File: config.mk
export PLATFORM = sky130hd
export DESIGN_NAME = coh_regblock
export DESIGN_NICKNAME = d
export VERILOG_FILES = /design/src/rtl/coh_pkg.sv /design/src/rtl/coh_decode.sv /design/src/rtl/coh_status_reg.sv /design/src/rtl/coh_ctrl_reg.sv /design/src/rtl/coh_regblock.sv
export SDC_FILE = /design/constraint.sdc
export NUM_CORES = 1
export LEC_CHECK = 0
export BUFFER_PORTS_ARGS = -buffer_cell sky130_fd_sc_hd__buf_4
export CAP_MARGIN = 20
export CORE_MARGIN = 10
export CORE_UTILIZATION = 30
export CTS_CLUSTER_DIAMETER = 100
export DETAILED_ROUTE_END_ITERATION = 16
export PLACE_DENSITY = 0.61
export SLEW_MARGIN = 40
export SYNTH_ARGS = -nofsm -noshare
export SYNTH_HDL_FRONTEND = slang
export SYNTH_HIERARCHICAL = 1
export SYNTH_SLANG_ARGS = --single-unit
File: constraint.sdc
create_clock -name clk -period 2.66 [get_ports clk]
set_clock_uncertainty 0.2 [all_clocks]
set_input_delay 0.399 -clock clk [delete_from_list [all_inputs] [get_ports clk]]
set_output_delay 0.399 -clock clk [all_outputs]
set_load 0.05 [all_outputs]
File: src/rtl/coh_pkg.sv
package coh_pkg;

  localparam int DATA_W = 32;
  localparam int LANES  = DATA_W / 8;

  localparam logic [7:0] OFF_CTRL = 8'h00;
  localparam logic [7:0] OFF_CFG  = 8'h04;
  localparam logic [7:0] OFF_STAT = 8'h08;

  typedef struct packed {
    logic       ctrl;
    logic       cfg;
    logic       stat;
    logic [1:0] lane;
  } sel_t;

  // Byte-lane mask for a given access size; zero for an unsupported size.
  function automatic logic [DATA_W-1:0] size_mask(input logic [2:0] sz);
    case (sz)
      3'd1:    return 32'h0000_00FF;
      3'd2:    return 32'h0000_FFFF;
      3'd4:    return 32'hFFFF_FFFF;
      default: return '0;
    endcase
  endfunction

  function automatic logic size_ok(input logic [2:0] sz);
    return (sz == 3'd1) || (sz == 3'd2) || (sz == 3'd4);
  endfunction

  // Identity word: count-1 in the low bits, one set bit per core from bit 4.
  function automatic logic [DATA_W-1:0] cfg_word(input int n);
    logic [DATA_W-1:0] w;
    w = '0;
    for (int i = 0; i < 4; i++) begin
      if (i < n) w[4+i] = 1'b1;
    end
    w[1:0] = 2'(n - 1);
    return w;
  endfunction

  // Replace the masked lanes starting at lane; bits moved past the top are lost.
  function automatic logic [DATA_W-1:0] lane_merge(
      input logic [DATA_W-1:0] old,
      input logic [DATA_W-1:0] wd,
      input logic [DATA_W-1:0] m,
      input logic [1:0]        lane);
    logic [4:0]        sh;
    logic [DATA_W-1:0] pm;
    logic [DATA_W-1:0] pd;
    sh = {lane, 3'b000};
    pm = m << sh;
    pd = (wd & m) << sh;
    return (old & ~pm) | pd;
  endfunction

  function automatic logic [DATA_W-1:0] lane_view(
      input logic [DATA_W-1:0] w,
      input logic [1:0]        lane);
    return w >> {lane, 3'b000};
  endfunction

endpackage

File: src/rtl/coh_decode.sv
module coh_decode
  import coh_pkg::*;
#(
  parameter int ADDR_W = 8
) (
  input  logic [ADDR_W-1:0] addr,
  output sel_t              sel
);
  localparam logic [ADDR_W-1:0] A_CTRL = ADDR_W'(OFF_CTRL);
  localparam logic [ADDR_W-1:0] A_CFG  = ADDR_W'(OFF_CFG);
  localparam logic [ADDR_W-1:0] A_STAT = ADDR_W'(OFF_STAT);

  always_comb begin
    sel.ctrl = (addr == A_CTRL);
    sel.cfg  = (addr == A_CFG);
    sel.stat = (addr[ADDR_W-1:2] == A_STAT[ADDR_W-1:2]);
    sel.lane = addr[1:0];
  end
endmodule

File: src/rtl/coh_status_reg.sv
module coh_status_reg
  import coh_pkg::*;
(
  input  logic              clk,
  input  logic              rst_n,
  input  logic              wr_en,
  input  logic [1:0]        lane,
  input  logic [DATA_W-1:0] mask,
  input  logic [DATA_W-1:0] wdata,
  output logic [DATA_W-1:0] status
);
  always_ff @(posedge clk or negedge rst_n) begin
    if (!rst_n)     status <= '0;
    else if (wr_en) status <= lane_merge(status, wdata, mask, lane);
  end

  // lane 0 is never touched by a write that starts above it
  a_r4_low_lane_kept: assert property (@(posedge clk) disable iff (!rst_n)
    (wr_en && lane != 2'd0) |=> status[7:0] == $past(status[7:0]));
endmodule

File: src/rtl/coh_ctrl_reg.sv
module coh_ctrl_reg (
  input  logic clk,
  input  logic rst_n,
  input  logic dev_rst,
  input  logic wr_ctrl,
  input  logic wbit,
  input  logic bad_wr,
  output logic ctrl_en,
  output logic size_err
);
  always_ff @(posedge clk or negedge rst_n) begin
    if (!rst_n) begin
      ctrl_en  <= 1'b0;
      size_err <= 1'b0;
    end else begin
      if (dev_rst)      ctrl_en <= 1'b0;
      else if (wr_ctrl) ctrl_en <= wbit;
      if (bad_wr)       size_err <= 1'b1;
    end
  end

  a_r8_dev_rst_clears: assert property (@(posedge clk) disable iff (!rst_n)
    dev_rst |=> !ctrl_en);
  a_r7_err_sticky: assert property (@(posedge clk) disable iff (!rst_n)
    size_err |=> size_err);
endmodule

File: src/rtl/coh_regblock.sv
module coh_regblock
  import coh_pkg::*;
#(
  parameter int NUM_CORES = 1,
  parameter int ADDR_W    = 8
) (
  input  logic              clk,
  input  logic              rst_n,
  input  logic              dev_rst,
  input  logic              req_valid,
  input  logic              req_we,
  input  logic [ADDR_W-1:0] req_addr,
  input  logic [2:0]        req_size,
  input  logic [31:0]       req_wdata,
  output logic              rsp_valid,
  output logic [31:0]       rsp_rdata,
  output logic              ctrl_en,
  output logic [31:0]       pwr_status,
  output logic              size_err
);
  localparam logic [DATA_W-1:0] CFG_VALUE = cfg_word(NUM_CORES);

  sel_t              sel;
  logic              is_read;
  logic              wr_ok;
  logic              bad_wr;
  logic              wr_ctrl;
  logic              wr_stat;
  logic [DATA_W-1:0] mask;
  logic [DATA_W-1:0] rd_mux;

  coh_decode #(.ADDR_W(ADDR_W)) u_decode (
    .addr (req_addr),
    .sel  (sel)
  );

  assign mask    = size_mask(req_size);
  assign is_read = req_valid && !req_we;
  assign wr_ok   = req_valid && req_we && size_ok(req_size);
  assign bad_wr  = req_valid && req_we && !size_ok(req_size);
  assign wr_ctrl = wr_ok && sel.ctrl;
  assign wr_stat = wr_ok && sel.stat;

  coh_ctrl_reg u_ctrl (
    .clk      (clk),
    .rst_n    (rst_n),
    .dev_rst  (dev_rst),
    .wr_ctrl  (wr_ctrl),
    .wbit     (req_wdata[0]),
    .bad_wr   (bad_wr),
    .ctrl_en  (ctrl_en),
    .size_err (size_err)
  );

  coh_status_reg u_status (
    .clk    (clk),
    .rst_n  (rst_n),
    .wr_en  (wr_stat),
    .lane   (sel.lane),
    .mask   (mask),
    .wdata  (req_wdata),
    .status (pwr_status)
  );

  always_comb begin
    rd_mux = '0;
    if (sel.ctrl)      rd_mux = {{(DATA_W-1){1'b0}}, ctrl_en};
    else if (sel.cfg)  rd_mux = CFG_VALUE;
    else if (sel.stat) rd_mux = lane_view(pwr_status, sel.lane);
  end

  always_ff @(posedge clk or negedge rst_n) begin
    if (!rst_n) begin
      rsp_valid <= 1'b0;
      rsp_rdata <= '0;
    end else begin
      rsp_valid <= is_read;
      rsp_rdata <= is_read ? rd_mux : '0;
    end
  end

  a_r6_decode_exclusive: assert property (@(posedge clk) disable iff (!rst_n)
    $onehot0({sel.ctrl, sel.cfg, sel.stat}));
  a_r6_status_only_by_own_write: assert property (@(posedge clk) disable iff (!rst_n)
    !wr_stat |=> $stable(pwr_status));
  a_r7_bad_write_discarded: assert property (@(posedge clk) disable iff (!rst_n)
    (bad_wr && !dev_rst) |=> $stable(pwr_status) && $stable(ctrl_en));
  a_r7_err_needs_bad_write: assert property (@(posedge clk) disable iff (!rst_n)
    $rose(size_err) |-> $past(bad_wr));
  a_r2_enable_rise_from_write: assert property (@(posedge clk) disable iff (!rst_n)
    $rose(ctrl_en) |-> $past(wr_ctrl && req_wdata[0]));
  a_r9_response_follows_read: assert property (@(posedge clk) disable iff (!rst_n)
    is_read |=> rsp_valid);
  a_r9_quiet_without_read: assert property (@(posedge clk) disable iff (!rst_n)
    !is_read |=> !rsp_valid && rsp_rdata == '0);
endmodule

* Word-level counts from Yosys, hierarchy flattened
Index checks and enable logic that the tools add are counted.
** Operators by class
- Shift-type cells :: 3
- Equal/unequal tests :: 5
- Reduce and logical (&&, ||, !) cells :: 12
- Muxes and demuxes :: 7
- Bitwise operators :: 4
** Operator list (number)
- $mux 32 :: 4
- $pmux 32 s3 :: 1
- $and 32x32->32 :: 2
- $shl 32x5->32 :: 2
- $not 32->32 :: 1
- $or 32x32->32 :: 1
- $shr 32x5->32 :: 1
- $eq 8x3->1 const B :: 1
- $logic_not 8->1 :: 1
- $eq 6x2->1 const B :: 1
- $logic_and 1x1->1 :: 6
- $eq 3x1->1 const B :: 1
- $eq 3x2->1 const B :: 1
- $eq 3x3->1 const B :: 1
- $logic_not 1->1 :: 2
- $logic_or 1x1->1 :: 2
- $mux 1 :: 2
- $reduce_bool 2->1 :: 1
** Word-level totals
- Word-level logic and storage cells :: 36
- Output and inout bits :: 67
- Flip-flop bits (word level) :: 67
- Input bits :: 48

* Logic depth before layout (Yosys ltp)
Gate-level depths: netlist (run 1).
- Depth in word-level cells :: 7
- Depth in mapped cells :: 8
- Depth with buffers taken out :: 6

* By module
The synthesis (run 1) kept the hierarchy.
** By module, submodules not included
- coh_status_reg :: times used 1, area each 2098.3 um^2, cells an instance 210
- coh_regblock :: times used 1, area each 1609.0 um^2, cells an instance 140
- coh_ctrl_reg :: times used 1, area each 70.1 um^2, cells an instance 5
- coh_decode :: times used 1, area each 58.8 um^2, cells an instance 8

* Least setup slack after synthesis (run 1)
Ideal clock, no wire load.
- Kind :: input to register
- Start point :: input port req_size[1]
- End point :: register u_status.status[0]
- Library setup time :: 128 ps
- Path slack :: -2591 ps
- Stages :: 6
- Data required time :: 2332 ps
- Data arrival time :: 4923 ps
- Buffers on the path :: 0
- Cells stage by stage :: nor3b_1 -> o21bai_1 -> and4_1 -> nor3b_4 -> nand2_1 -> mux2_1
** On the way
- Word-level cells in the longest chain between the ends :: 6
- Elaborated cells on any way between the ends :: 14
- Classes of those cells :: eq/ne (3); shift (2); mux (1); bitwise (4); reduce/logical (4)
** Ends and longest elaborated chain
- from (decl) :: RTL line coh_regblock.sv:13 : input logic [2:0] req_size,
- $eq 3x3->1, or another cell as far along :: RTL line coh_pkg.sv:19 : case (sz)
- $pmux 32 s3 * :: RTL line coh_pkg.sv:19
- net mask[0] :: RTL line coh_regblock.sv:29 : logic [DATA_W-1:0] mask;
- $shl 32x5->32 :: RTL line coh_pkg.sv:52 : pm = m << sh;
- $not 32->32 :: RTL line coh_pkg.sv:54 : return (old & ~pm) | pd;
- $and 32x32->32 :: RTL line coh_pkg.sv:54
- $or 32x32->32 * :: RTL line coh_pkg.sv:54
- to (signal assigned) :: RTL line coh_status_reg.sv:14 : else if (wr_en) status <= lane_merge(status, wdata, mask, lane);
- to (decl) :: RTL line coh_status_reg.sv:10 : output logic [DATA_W-1:0] status
Mark *: on every way through the listed nets, which the timed path passes. The rest lies on a longest branch.
A chain may end at the register's enable or synchronous reset.

==> results of run 1 <==
[final timing paths]
kind | slack, ns | to | start
worst min-delay path | 0.01 | u_ctrl/ctrl_en | dev_rst
worst max register to register | 1.40 | rsp_rdata[7] | u_status/status[7]
worst max-delay path | 0.34 | u_status/status[19] | req_addr[5]
min in group asynchronous | 0.43 | u_ctrl/ctrl_en | rst_n
max in group asynchronous | 1.39 | rsp_rdata[1] | rst_n
worst min register to register | 0.28 | u_ctrl/size_err | u_ctrl/size_err
[worst register-to-register path: cells and delay by family (launching register included)]
kind	cells	cell delay, ns
AO/OA/AOI/OAI	2	0.34
AND/OR/NAND/NOR	1	0.15
flip-flops	1	0.43
[layout make-up]
type,instances,area [um^2],area share (%)
multi-input cells,267,2000,38.1
flip-flops and latches,67,1680,32.0
repair buffers,128,1000,19.1
clock buffers,11,253,4.82
well taps,172,215,4.10
clock inverters,4,97.6,1.86
inverters,1,3.75,0.0715
[cell usage after synthesis, drive strengths merged, types with 2 or more instances]
cell type  instances  area share [%]
o21ai             18             2.3
nor2               6            0.59
nor3              10             1.3
dfrtp             67              44
a211oi            12             2.3
a2bb2oi            2            0.46
and2               8             1.3
nand3b             8             1.9
clkbuf             6            0.59
nand2             25             2.4
and3b             18             4.1
and3               7             1.1
or2                6            0.98
a211o              7             1.6
nand2b             3            0.49
nor3b              4             1.5
nand3              8             1.0
xnor2              2            0.46
a21oi             12             1.6
mux2               9             2.6
buf               22             4.3
o221ai            17             3.9
nor2b              8             1.3
mux2i             43              11
a31oi             17             2.8
and4               2            0.46
o21a               8             1.6
[sequential cells by signal, indices dropped and copies added (netlist names)]
register	count
u_ctrl/ctrl_en	1
u_status/status	32
rsp_rdata	32
rsp_valid	1
u_ctrl/size_err	1
[through the flow]
step           TNS, ns  hold slack [ns]  cell area, um^2  util [%]
4_1_cts              0          0.00121             5250      41.8
3_3_place_gp         0            0.252             4880      38.9
5_1_grt              0           0.0106             5250      41.8
6_report             0           0.0103             5250      41.8
2_1_floorplan   -12.70          -0.0966             3880         -
3_5_place_dp         0            0.250             4890      38.9
[kinds of logic (layout without fill, tap and decap cells)]
| group | after synthesis | in the layout | share of synthesized area, % |
|---|---|---|---|
| AO/OA/AOI/OAI | 96 | 96 | 17.1 |
| XOR/XNOR | 2 | 2 | 0.457 |
| buffers and inverters | 29 | 144 | 4.96 |
| flip-flops | 67 | 67 | 43.7 |
| multiplexers | 52 | 52 | 13.9 |
| AND/OR/NAND/NOR | 117 | 117 | 19.9 |
[what timing repair did]
action | CTS | global route
endpoints found under the setup margin | 0 | 0
hold buffers | 1 | 0
endpoints found under the hold margin | 67 | 0
buffers inserted | 0 | 0
[per-layer routing]
metal / track usage [%] / vias to the layer above / share of wire [%]
li1: - / 1589 / -
met1: 17.6 / 1580 / 47
met2: 19.7 / 104 / 44
met3: 4.16 / 13 / 7.7
met4: 5.38 / 0 / 1.8
met5: 0 / - / 0
[power by group through the flow]
stage | clock network [mW] | registers [mW] | logic [mW]
global placement | 0 | 1.05 | 0.282
detailed placement | 0 | 1.05 | 0.289
floorplan | 0 | 1.07 | 0.146
CTS | 1.41 | 1.03 | 0.291
global route | 1.46 | 1.03 | 0.316
finish | 1.39 | 1.03 | 0.289
==> impl_results.md, run 1 <==
* Status: complete, no violations
* Ports at 115
* TritonCTS Sinks at 67
* Commonest non-fill, non-tap cells in the layout: buf_4, dfrtp_1, mux2i_1
* HPWL Detailed at 8720 um
* CTS Root Cell: clkbuf_16
* Internal power at 2.10 mW
* Mapped Area at 0.00384 mm^2
* TritonRoute pass-1 iters at 5
* Initial core utilization at 30.5%
* Critical Path RT at 2.68 ns
* Total chip power at 2.71 mW
* Routed Antenna Nets at 0
* Switch share at 22.5%
* Worst min path class: in -> reg
* CTS buffer count at 9
* # diodes at 0
* Synth warn at 6
* Layout cell share with drive strength beyond 1 at 32.6%
* Register area share after synthesis at 43.7%
* Synthesized Nets at 411
* Vias at 3,286
* Syn_area_per_cell at 10.6 um^2
* Core Area at 0.0126 mm^2
* Post-synth EDFFs at 0
* Gp weighted congestion at 0.788
* DIE HEIGHT at 133 um
* Final setup violation count at 0
* Layout Nets at 522
* H-tree depth at 3
* Buffers on Ports at 114
* Clk pwr share at 51.3%
* Worst r2r path cells at 3
* Fraction of registers with async set/reset at 100%
* Slowest cell on crit path: or4_4
* Fmax at 431 MHz
* Max stage delay on crit path at 0.54 ns
* DR iter-0 viols at 260
* Number of gates resized after cts at 0
* Delay-heaviest family, CP: simple AND/OR/NAND/NOR gates
* Global-route wire length before repair at 19,100 um
* Rel. slew slack at 58.3%
* Fin. Hold Viols at 0
* Worst Max-Slew Pin Slew at 0.626 ns
* GRT Total Usage at 13.3%
* Final wirelength at 11,900 um
* Largest net degree at the start of global routing at 109
* P_leak at 2.56 nW
* Max-Cap Viols at 0
* # fillers at 1,246
* Setup WS post-layout at 0.338 ns
* Final period util at 87.3%
* Crit end category: register
* Vias in the first global route at 3,409
* Worst-path fanout max at 44
* Clk buf depth at 2
* CTS tree: built
* Die Width at 133 um
* Max-slew violation count at 0
* P_sw at 610 uW
* Startpoint Class: input port
* Power density cells at 517 mW/mm^2
* Commonest non-fill, non-tap cell in the layout: buf_4
* Gate power share at 10.6%
* # DRC at 0
* Clk_lat worst skew at 0.33 ns
* P&R area growth vs syn at 36.8%
* Worst EP arrival at 2.34 ns
* Placed cell count at 634
* Die area at 0.0177 mm^2
* Levels on crit path at 8
* WL/cell at 18.3 um
* Worst VDD drop at 0.000286 V
* Crit Path Category: in -> reg
* Minimum clock period at 2.32 ns
* Mapped Cells at 363
* WP buf/inv at 2
* Clk slew on worst S/H paths at 0.06 ns
* RSZ-0062 raised after global routing: no
* Post-Place Setup Slack at 0.0128 ns
* Initial antenna violation count at 0
* Hold Path Stages at 2
* DR vias/cell at 5.06
* Worst path cell trace: buf_4, or4_4, nor3b_2, and4_4, nand2b_1, buf_12, o21a_1, a211o_1
* Synth Flop Type: dfrtp_1
* # rows at 41
* #FFs+latches synth at 67
* Flop pwr share at 38.0%
* Synth cell types at 44
* Final Non-Filler Cells at 650
* Grt ovf at 0
(Power assumes the default switching activity.)
==> run 2: changes to the inputs <==
ABC_AREA = 1   (was unset)
PLACE_DENSITY = unset   (was 0.61)
PLACE_DENSITY_LB_ADDON = 0.25   (was unset)
==> run 2 against run 1 <==
Clock-buffer cell count increased by 2. Fmax grew 8.5%. Die area is 8.5% higher. Sequential cell count stayed put. Wire length is 8.2% higher. Sequential share of layout area is 0.76 points lower. Utilization decreased by 2.9 points. Final area grew 2.4%. Total power decreased by 6.7%. Via count is 29% higher. Critical path type unchanged. Critical endpoint is now u_status/status[21]. Largest cell class unchanged.
==> impl_results.md, run 2 <==
* # DRC at 0 (unchanged)
* DR iter-0 viols at 350 (+35%)
* Mapped Area at 0.00422 mm^2 (+10%)
* GRT Total Usage at 13.1% (-0.20 points)
* HPWL Detailed at 9520 um (+9.2%)
* Final setup TNS at 0 ns (unchanged)
* Clk pwr share at 46.4% (-4.9 points)
* CTS buffer count at 9 (unchanged)
* Worst EP arrival at 2.15 ns (-0.19 ns)
* Post-synth top area share at 39.7% (-4.0 points)
* Worst-path fanout max at 26 (-41%)
* Clk_lat worst skew at 0.33 ns (about the same)
* Critical Path RT at 2.67 ns (about the same)
* Area of the multi-input gates at 0.00214 mm^2 (+7.1%)
* Critical R2R Launch: u_status/status[19]
* Worst VDD drop at 0.000319 V (+12%)
* Number of gates resized after cts at 0 (unchanged)
* Simple-gate area share of the yosys netlist at 47.2% (+27 points)
* Layout Nets at 774 (+48%)
* Synth top area cells: dfrtp_1, nand2_1, nand3_1
* Status: complete, no violations
* DR vias/cell at 4.66 (-7.7%)
* Final period util at 80.4% (-6.9 points)
* Post-CTS setup buffer count at 0 (unchanged)
* Fraction of registers with async set/reset at 100% (unchanged)
* Synth area leader: dfrtp_1
* Internal power at 1.90 mW (-9.4%)
* Post-Synth Adder-Cell Area at 0% (unchanged)
* Routed Antenna Nets at 0 (unchanged)
* DIE HEIGHT at 139 um (+4.1%)
* CP startpoint: req_size[1]
* Fin. Hold Viols at 0 (unchanged)
* Max stage delay on crit path at 0.38 ns (-0.16 ns)
* Complex-gate fraction of the synthesized area at 3.47% (-14 points)
* XOR/XNOR Fraction of Synth Area at 0% (-0.46 points)
* #FFs+latches synth at 67 (unchanged)
* WP buf/inv at 2 (unchanged)
* P_leak at 2.80 nW (+9.1%)
* # rows at 43 (+4.9%)
* Mux cell area share after synthesis at 0% (-14 points)
* Die Width at 139 um (+4.1%)
* Commonest non-fill, non-tap cell in the layout: nand2_1
* Synth Flop Type: dfrtp_1
* Worst path cell trace: buf_4, nor2_1, nand2_1, nand3_1, nand3_1, nor2_1, nand2_2, inv_2, nand3_1, nand3_1, nand3_1
* CTS Hold Bufs at 1 (unchanged)
* CTS Root Cell: clkbuf_16
* Final wirelength at 12,900 um (+8.2%)
* Total chip power at 2.53 mW (-6.7%)
* Fmax at 467 MHz (+8.5%)
* Flop pwr share at 40.9% (+2.9 points)
* TritonRoute pass-1 iters at 5 (unchanged)
* Commonest non-fill, non-tap cells in the layout: nand2_1, buf_4, nand3_1
* Clk slew on worst S/H paths at 0.05 ns (about the same)
* Ports at 115 (unchanged)
* Register area share after synthesis at 39.7% (-4.0 points)
* Largest net degree at the start of global routing at 68 (-38%)
* Crit-path most repeated cell: nand3_1
* # fillers at 1,432 (+15%)
* Synth warn at 6 (unchanged)
* P_sw at 626 uW (+2.7%)
* Layout cell share with drive strength beyond 1 at 22.6% (-10 points)
* Grt ovf at 0 (unchanged)
* Die area at 0.0192 mm^2 (+8.5%)
* Minimum clock period at 2.14 ns (-0.183 ns)
* Gate power share at 12.8% (+2.2 points)
* Crit Path Category: in -> reg
* Core Area at 0.0138 mm^2 (+10%)
* Clk buf depth at 2 (unchanged)
* Final setup violation count at 0 (unchanged)
* # diodes at 0 (unchanged)
* Count leader, synth: nand2_1
* Initial antenna violation count at 0 (unchanged)
* Top cells by count, synth: nand2_1, nand3_1, dfrtp_1
* WL/cell at 14.1 um (-23%)
* Largest family of logic cells by synthesized area: simple AND/OR/NAND/NOR gates
* Max-Cap Viols at 0 (unchanged)
* Buffers on Ports at 114 (unchanged)
* Vias in the first global route at 3,981 (+17%)
* Gp weighted congestion at 0.838 (+6.3%)
* Power density cells at 471 mW/mm^2 (-8.9%)
* Syn_area_per_cell at 6.73 um^2 (-36%)
* Synthesized Nets at 675 (+64%)
* RSZ-0062 raised after global routing: no
* Post-synth EDFFs at 0 (unchanged)
* Delay-heaviest family, CP: simple AND/OR/NAND/NOR gates
* Mapped Cells at 627 (+73%)
* Hold_sp: dev_rst
* P&R area growth vs syn at 27.4%
* Startpoint Class: input port
* FF+latch area at 0.00168 mm^2 (unchanged)
* Max-slew violation count at 0 (unchanged)
* Initial core utilization at 30.5% (about the same)
* CTS tree: built
* Global-route wire length before repair at 21,100 um (+10%)
* TritonCTS Sinks at 67 (unchanged)
* Worst Max-Slew Pin Slew at 0.604 ns (-0.0217 ns)
* Slowest cell on crit path: inv_2
* Largest regs: rsp_rdata (32), u_status/status (32)
* Synth cell types at 28 (-36%)
* Rel. slew slack at 59.7% (+1.4 points)
* Worst min path class: in -> reg
* Vias at 4,244 (+29%)
* H-tree depth at 3 (unchanged)
* Crit end category: register
* Switch share at 24.7% (+2.2 points)
## run 2: worst register-to-register path: stages (launching register included)
cell and delay (ns):
dfrtp_1 0.44, or2_1 0.23, o21ai_1 0.10, nand2_1 0.07, nand2_1 0.06, nor2_1 0.04
## run 2: power by group through the flow
| stage | combinational [mW] | sequential, mW | clock [mW] |
|---|---|---|---|
| detailed placement | 0.323 | 1.05 | 0 |
| global placement | 0.319 | 1.05 | 0 |
| CTS | 0.325 | 1.03 | 1.20 |
| finish | 0.323 | 1.03 | 1.17 |
| floorplan | 0.186 | 1.07 | 0 |
| global route | 0.363 | 1.03 | 1.24 |
## run 2: cell type report
class                   count  area share (%)
repair buffers            121            17.0
clock buffers              13            4.84
inverters                  31            2.30
flip-flops and latches     67            31.2
clock inverters             2           0.652
well taps                 180            4.19
multi-input cells         496            39.8
## run 2: cell families after synthesis
kind of cell	Yosys count
compound gates	27
buf+inv	64
simple gates	469
flops	67
## run 2: layer usage
layer / wire, um / vias up / GRT usage [%]
met2: 5650 / 153 / 19.2
met5: 0 / - / 0
met1: 6220 / 1905 / 18.3
li1: - / 2172 / -
met3: 796 / 14 / 2.67
met4: 200 / 0 / 5.49
## run 2: final timing paths
path / to / slack [ns] / cells after the start
setup reg to reg: rsp_rdata[3] / 1.38 / 5
setup / recovery: u_status/status[21] / 0.52 / 11
hold / removal: u_ctrl/ctrl_en / 0.12 / 4
max in group asynchronous: u_status/status[17] / 1.41 / 2
hold reg to reg: u_ctrl/size_err / 0.27 / 1
min in group asynchronous: rsp_rdata[8] / 0.44 / 2
## run 2: stage by stage
stage	cells	hold slack, ns	worst slack (ns)	area (um^2)	util (%)
2_1_floorplan	627	-0.0966	0.0666	4220	-
3_3_place_gp	894	0.254	0.312	5070	36.6
3_5_place_dp	894	0.241	0.188	5070	36.7
4_1_cts	910	0.106	0.531	5380	38.9
5_1_grt	910	0.133	0.330	5380	38.9
6_report	910	0.116	0.521	5380	38.9
==> run 3: changes to the inputs <==
clock period = 1.92 ns   (was 2.66 ns; I/O delays follow)
==> run 3 against run 2 <==
Largest power group unchanged. Non-clock buffer count increased by 17. Clock power increased by 56%. Via count grew 2.8%.
==> impl_results.md, run 3 (synthesis gave the netlist of run 2 again) <==
* Global-route wire length before repair at 22,600 um (+6.8%)
* P&R area growth vs syn at 33.8%
* GRT Total Usage at 14.0% (+0.93 points)
* Initial antenna violation count at 0 (unchanged)
* Crit end category: register
* Max-slew violation count at 0 (unchanged)
* Final period util at 80.9%
* Clk slew on worst S/H paths at 0.06 ns (about the same)
* Clk_lat worst skew at 0.34 ns (about the same)
* Vias in the first global route at 4,292 (+7.8%)
* Grt ovf at 0 (unchanged)
* Fin util at 40.8% (+1.9 points)
* Max-Cap Viols at 0 (unchanged)
* Critical Path RT at 1.95 ns (-0.72 ns)
* DR vias/cell at 4.70 (+0.76%)
* Fmax at 643 MHz
* Vias at 4,361 (+2.8%)
* Area of the multi-input gates at 0.00216 mm^2 (+0.94%)
* Crit Path Category: in -> reg
* Post-CTS setup buffer count at 0 (unchanged)
* Post-route cell area at 0.00564 mm^2 (+5.0%)
* Final Non-Filler Cells at 928 (+2.0%)
* # diodes at 0 (unchanged)
* DR iter-0 viols at 405 (+16%)
* # DRC at 0 (unchanged)
* Area after DPL at 0.00524 mm^2 (+3.3%)
* Minimum clock period at 1.55 ns
* Initial core utilization at 30.5% (unchanged)
* Layout cell share with drive strength beyond 1 at 24.2% (+1.6 points)
* HPWL Detailed at 9850 um (+3.4%)
* Rel. slew slack at 69.2% (+9.5 points)
* Post-Place Setup Slack at 0.0283 ns (-0.159 ns)
* Core Area at 0.0138 mm^2 (unchanged)
* Startpoint Class: input port
* Worst hold slack at 0.00823 ns (-0.108 ns)
* Number of gates resized after cts at 0 (unchanged)
* Total chip power at 3.74 mW (+48%)
* P_leak at 2.91 nW (+4.1%)
* RSZ-0062 raised after global routing: no
* Power density cells at 662 mW/mm^2 (+41%)
* Commonest non-fill, non-tap cells in the layout: nand2_1, buf_4, nand3_1
* Largest net degree at the start of global routing at 64 (-5.9%)
* FF+latch area at 0.00168 mm^2 (unchanged)
* Commonest non-fill, non-tap cell in the layout: nand2_1
* Status: complete, no violations
* Max stage delay on crit path at 0.31 ns (-0.07 ns)
* # fillers at 1,435 (+0.21%)
* Worst-path fanout max at 28 (+7.7%)
* Routed Antenna Nets at 0 (unchanged)
* Worst VDD drop at 0.000398 V (+24%)
* CTS Hold Bufs at 8 (+7)
* Worst Max-Slew Pin Slew at 0.461 ns (-0.143 ns)
* CTS tree: built
* Placed cell count at 904 (+1.1%)
* Gp weighted congestion at 0.823 (-1.8%)
* Final setup violation count at 0 (unchanged)
* CTS buffer count at 9 (unchanged)
* Layout Nets at 791 (+2.2%)
* Die area at 0.0192 mm^2 (unchanged)
* Final wirelength at 13,400 um (+4.2%)
* Ports at 115 (unchanged)
* Largest regs: rsp_rdata (32), u_status/status (32)
* Clk buf depth at 2 (unchanged)
* WL/cell at 14.4 um (+2.1%)
* Final setup TNS at 0 ns (unchanged)
* Worst EP arrival at 1.59 ns (-0.56 ns)
* TritonCTS Sinks at 67 (unchanged)
* Slowest cell on crit path: buf_4
* DIE HEIGHT at 139 um (unchanged)
* H-tree depth at 3 (unchanged)
* # rows at 43 (unchanged)
* Die Width at 139 um (unchanged)
* Worst min path class: in -> reg
* Worst path cell trace: buf_4, nand3b_1, nand3_4, buf_4, inv_1, nor2_1, a21boi_0, nand2_1, nand2_1
* CTS Root Cell: clkbuf_16
* Buffers on Ports at 114 (unchanged)
* Setup WS post-layout at 0.366 ns (-0.155 ns)
* Fin. Hold Viols at 0 (unchanged)
* TritonRoute pass-1 iters at 5 (unchanged)
-- run 3: final timing paths --
check                                    start                   to  slack (ns)  cells after the start
max in group asynchronous                rst_n        rsp_rdata[31]        0.75                      3
setup reg to reg           u_status/status[19]         rsp_rdata[3]        0.63                      5
setup / recovery                   req_size[2]  u_status/status[18]        0.37                      9
hold / removal                    req_wdata[7]   u_status/status[7]       0.008                      3
min in group asynchronous                rst_n        rsp_rdata[10]        0.22                      2
hold reg to reg                u_ctrl/size_err      u_ctrl/size_err        0.27                      1
-- run 3: area by class of cell --
class | count | area share (%)
flip-flops and latches | 67 | 29.7
inverters | 31 | 2.19
clock inverters | 6 | 1.57
clock buffers | 10 | 4.23
multi-input cells | 496 | 38.3
well taps | 180 | 3.99
repair buffers | 138 | 20.0
-- run 3: power by group --
group          total, mW  internal [mW]  switching, mW
clock network       1.82           1.17          0.646
logic              0.486          0.181          0.306
registers           1.43           1.42         0.0113
-- run 3: critical path, delay by kind of cell --
kind	cells	cell delay [ns]
and+or+nand+nor	5	0.66
AOI/OAI and AO/OA	1	0.13
buffers and inverters	3	0.49
-- run 3: per-layer routing --
layer | part of all wire [%] | vias up | GRT usage (%)
met3 | 6.4 | 18 | 2.19
met5 | 0 | - | 0
met2 | 45 | 149 | 21.5
met1 | 46 | 1987 | 19.0
li1 | - | 2207 | -
met4 | 2.1 | 0 | 6.44
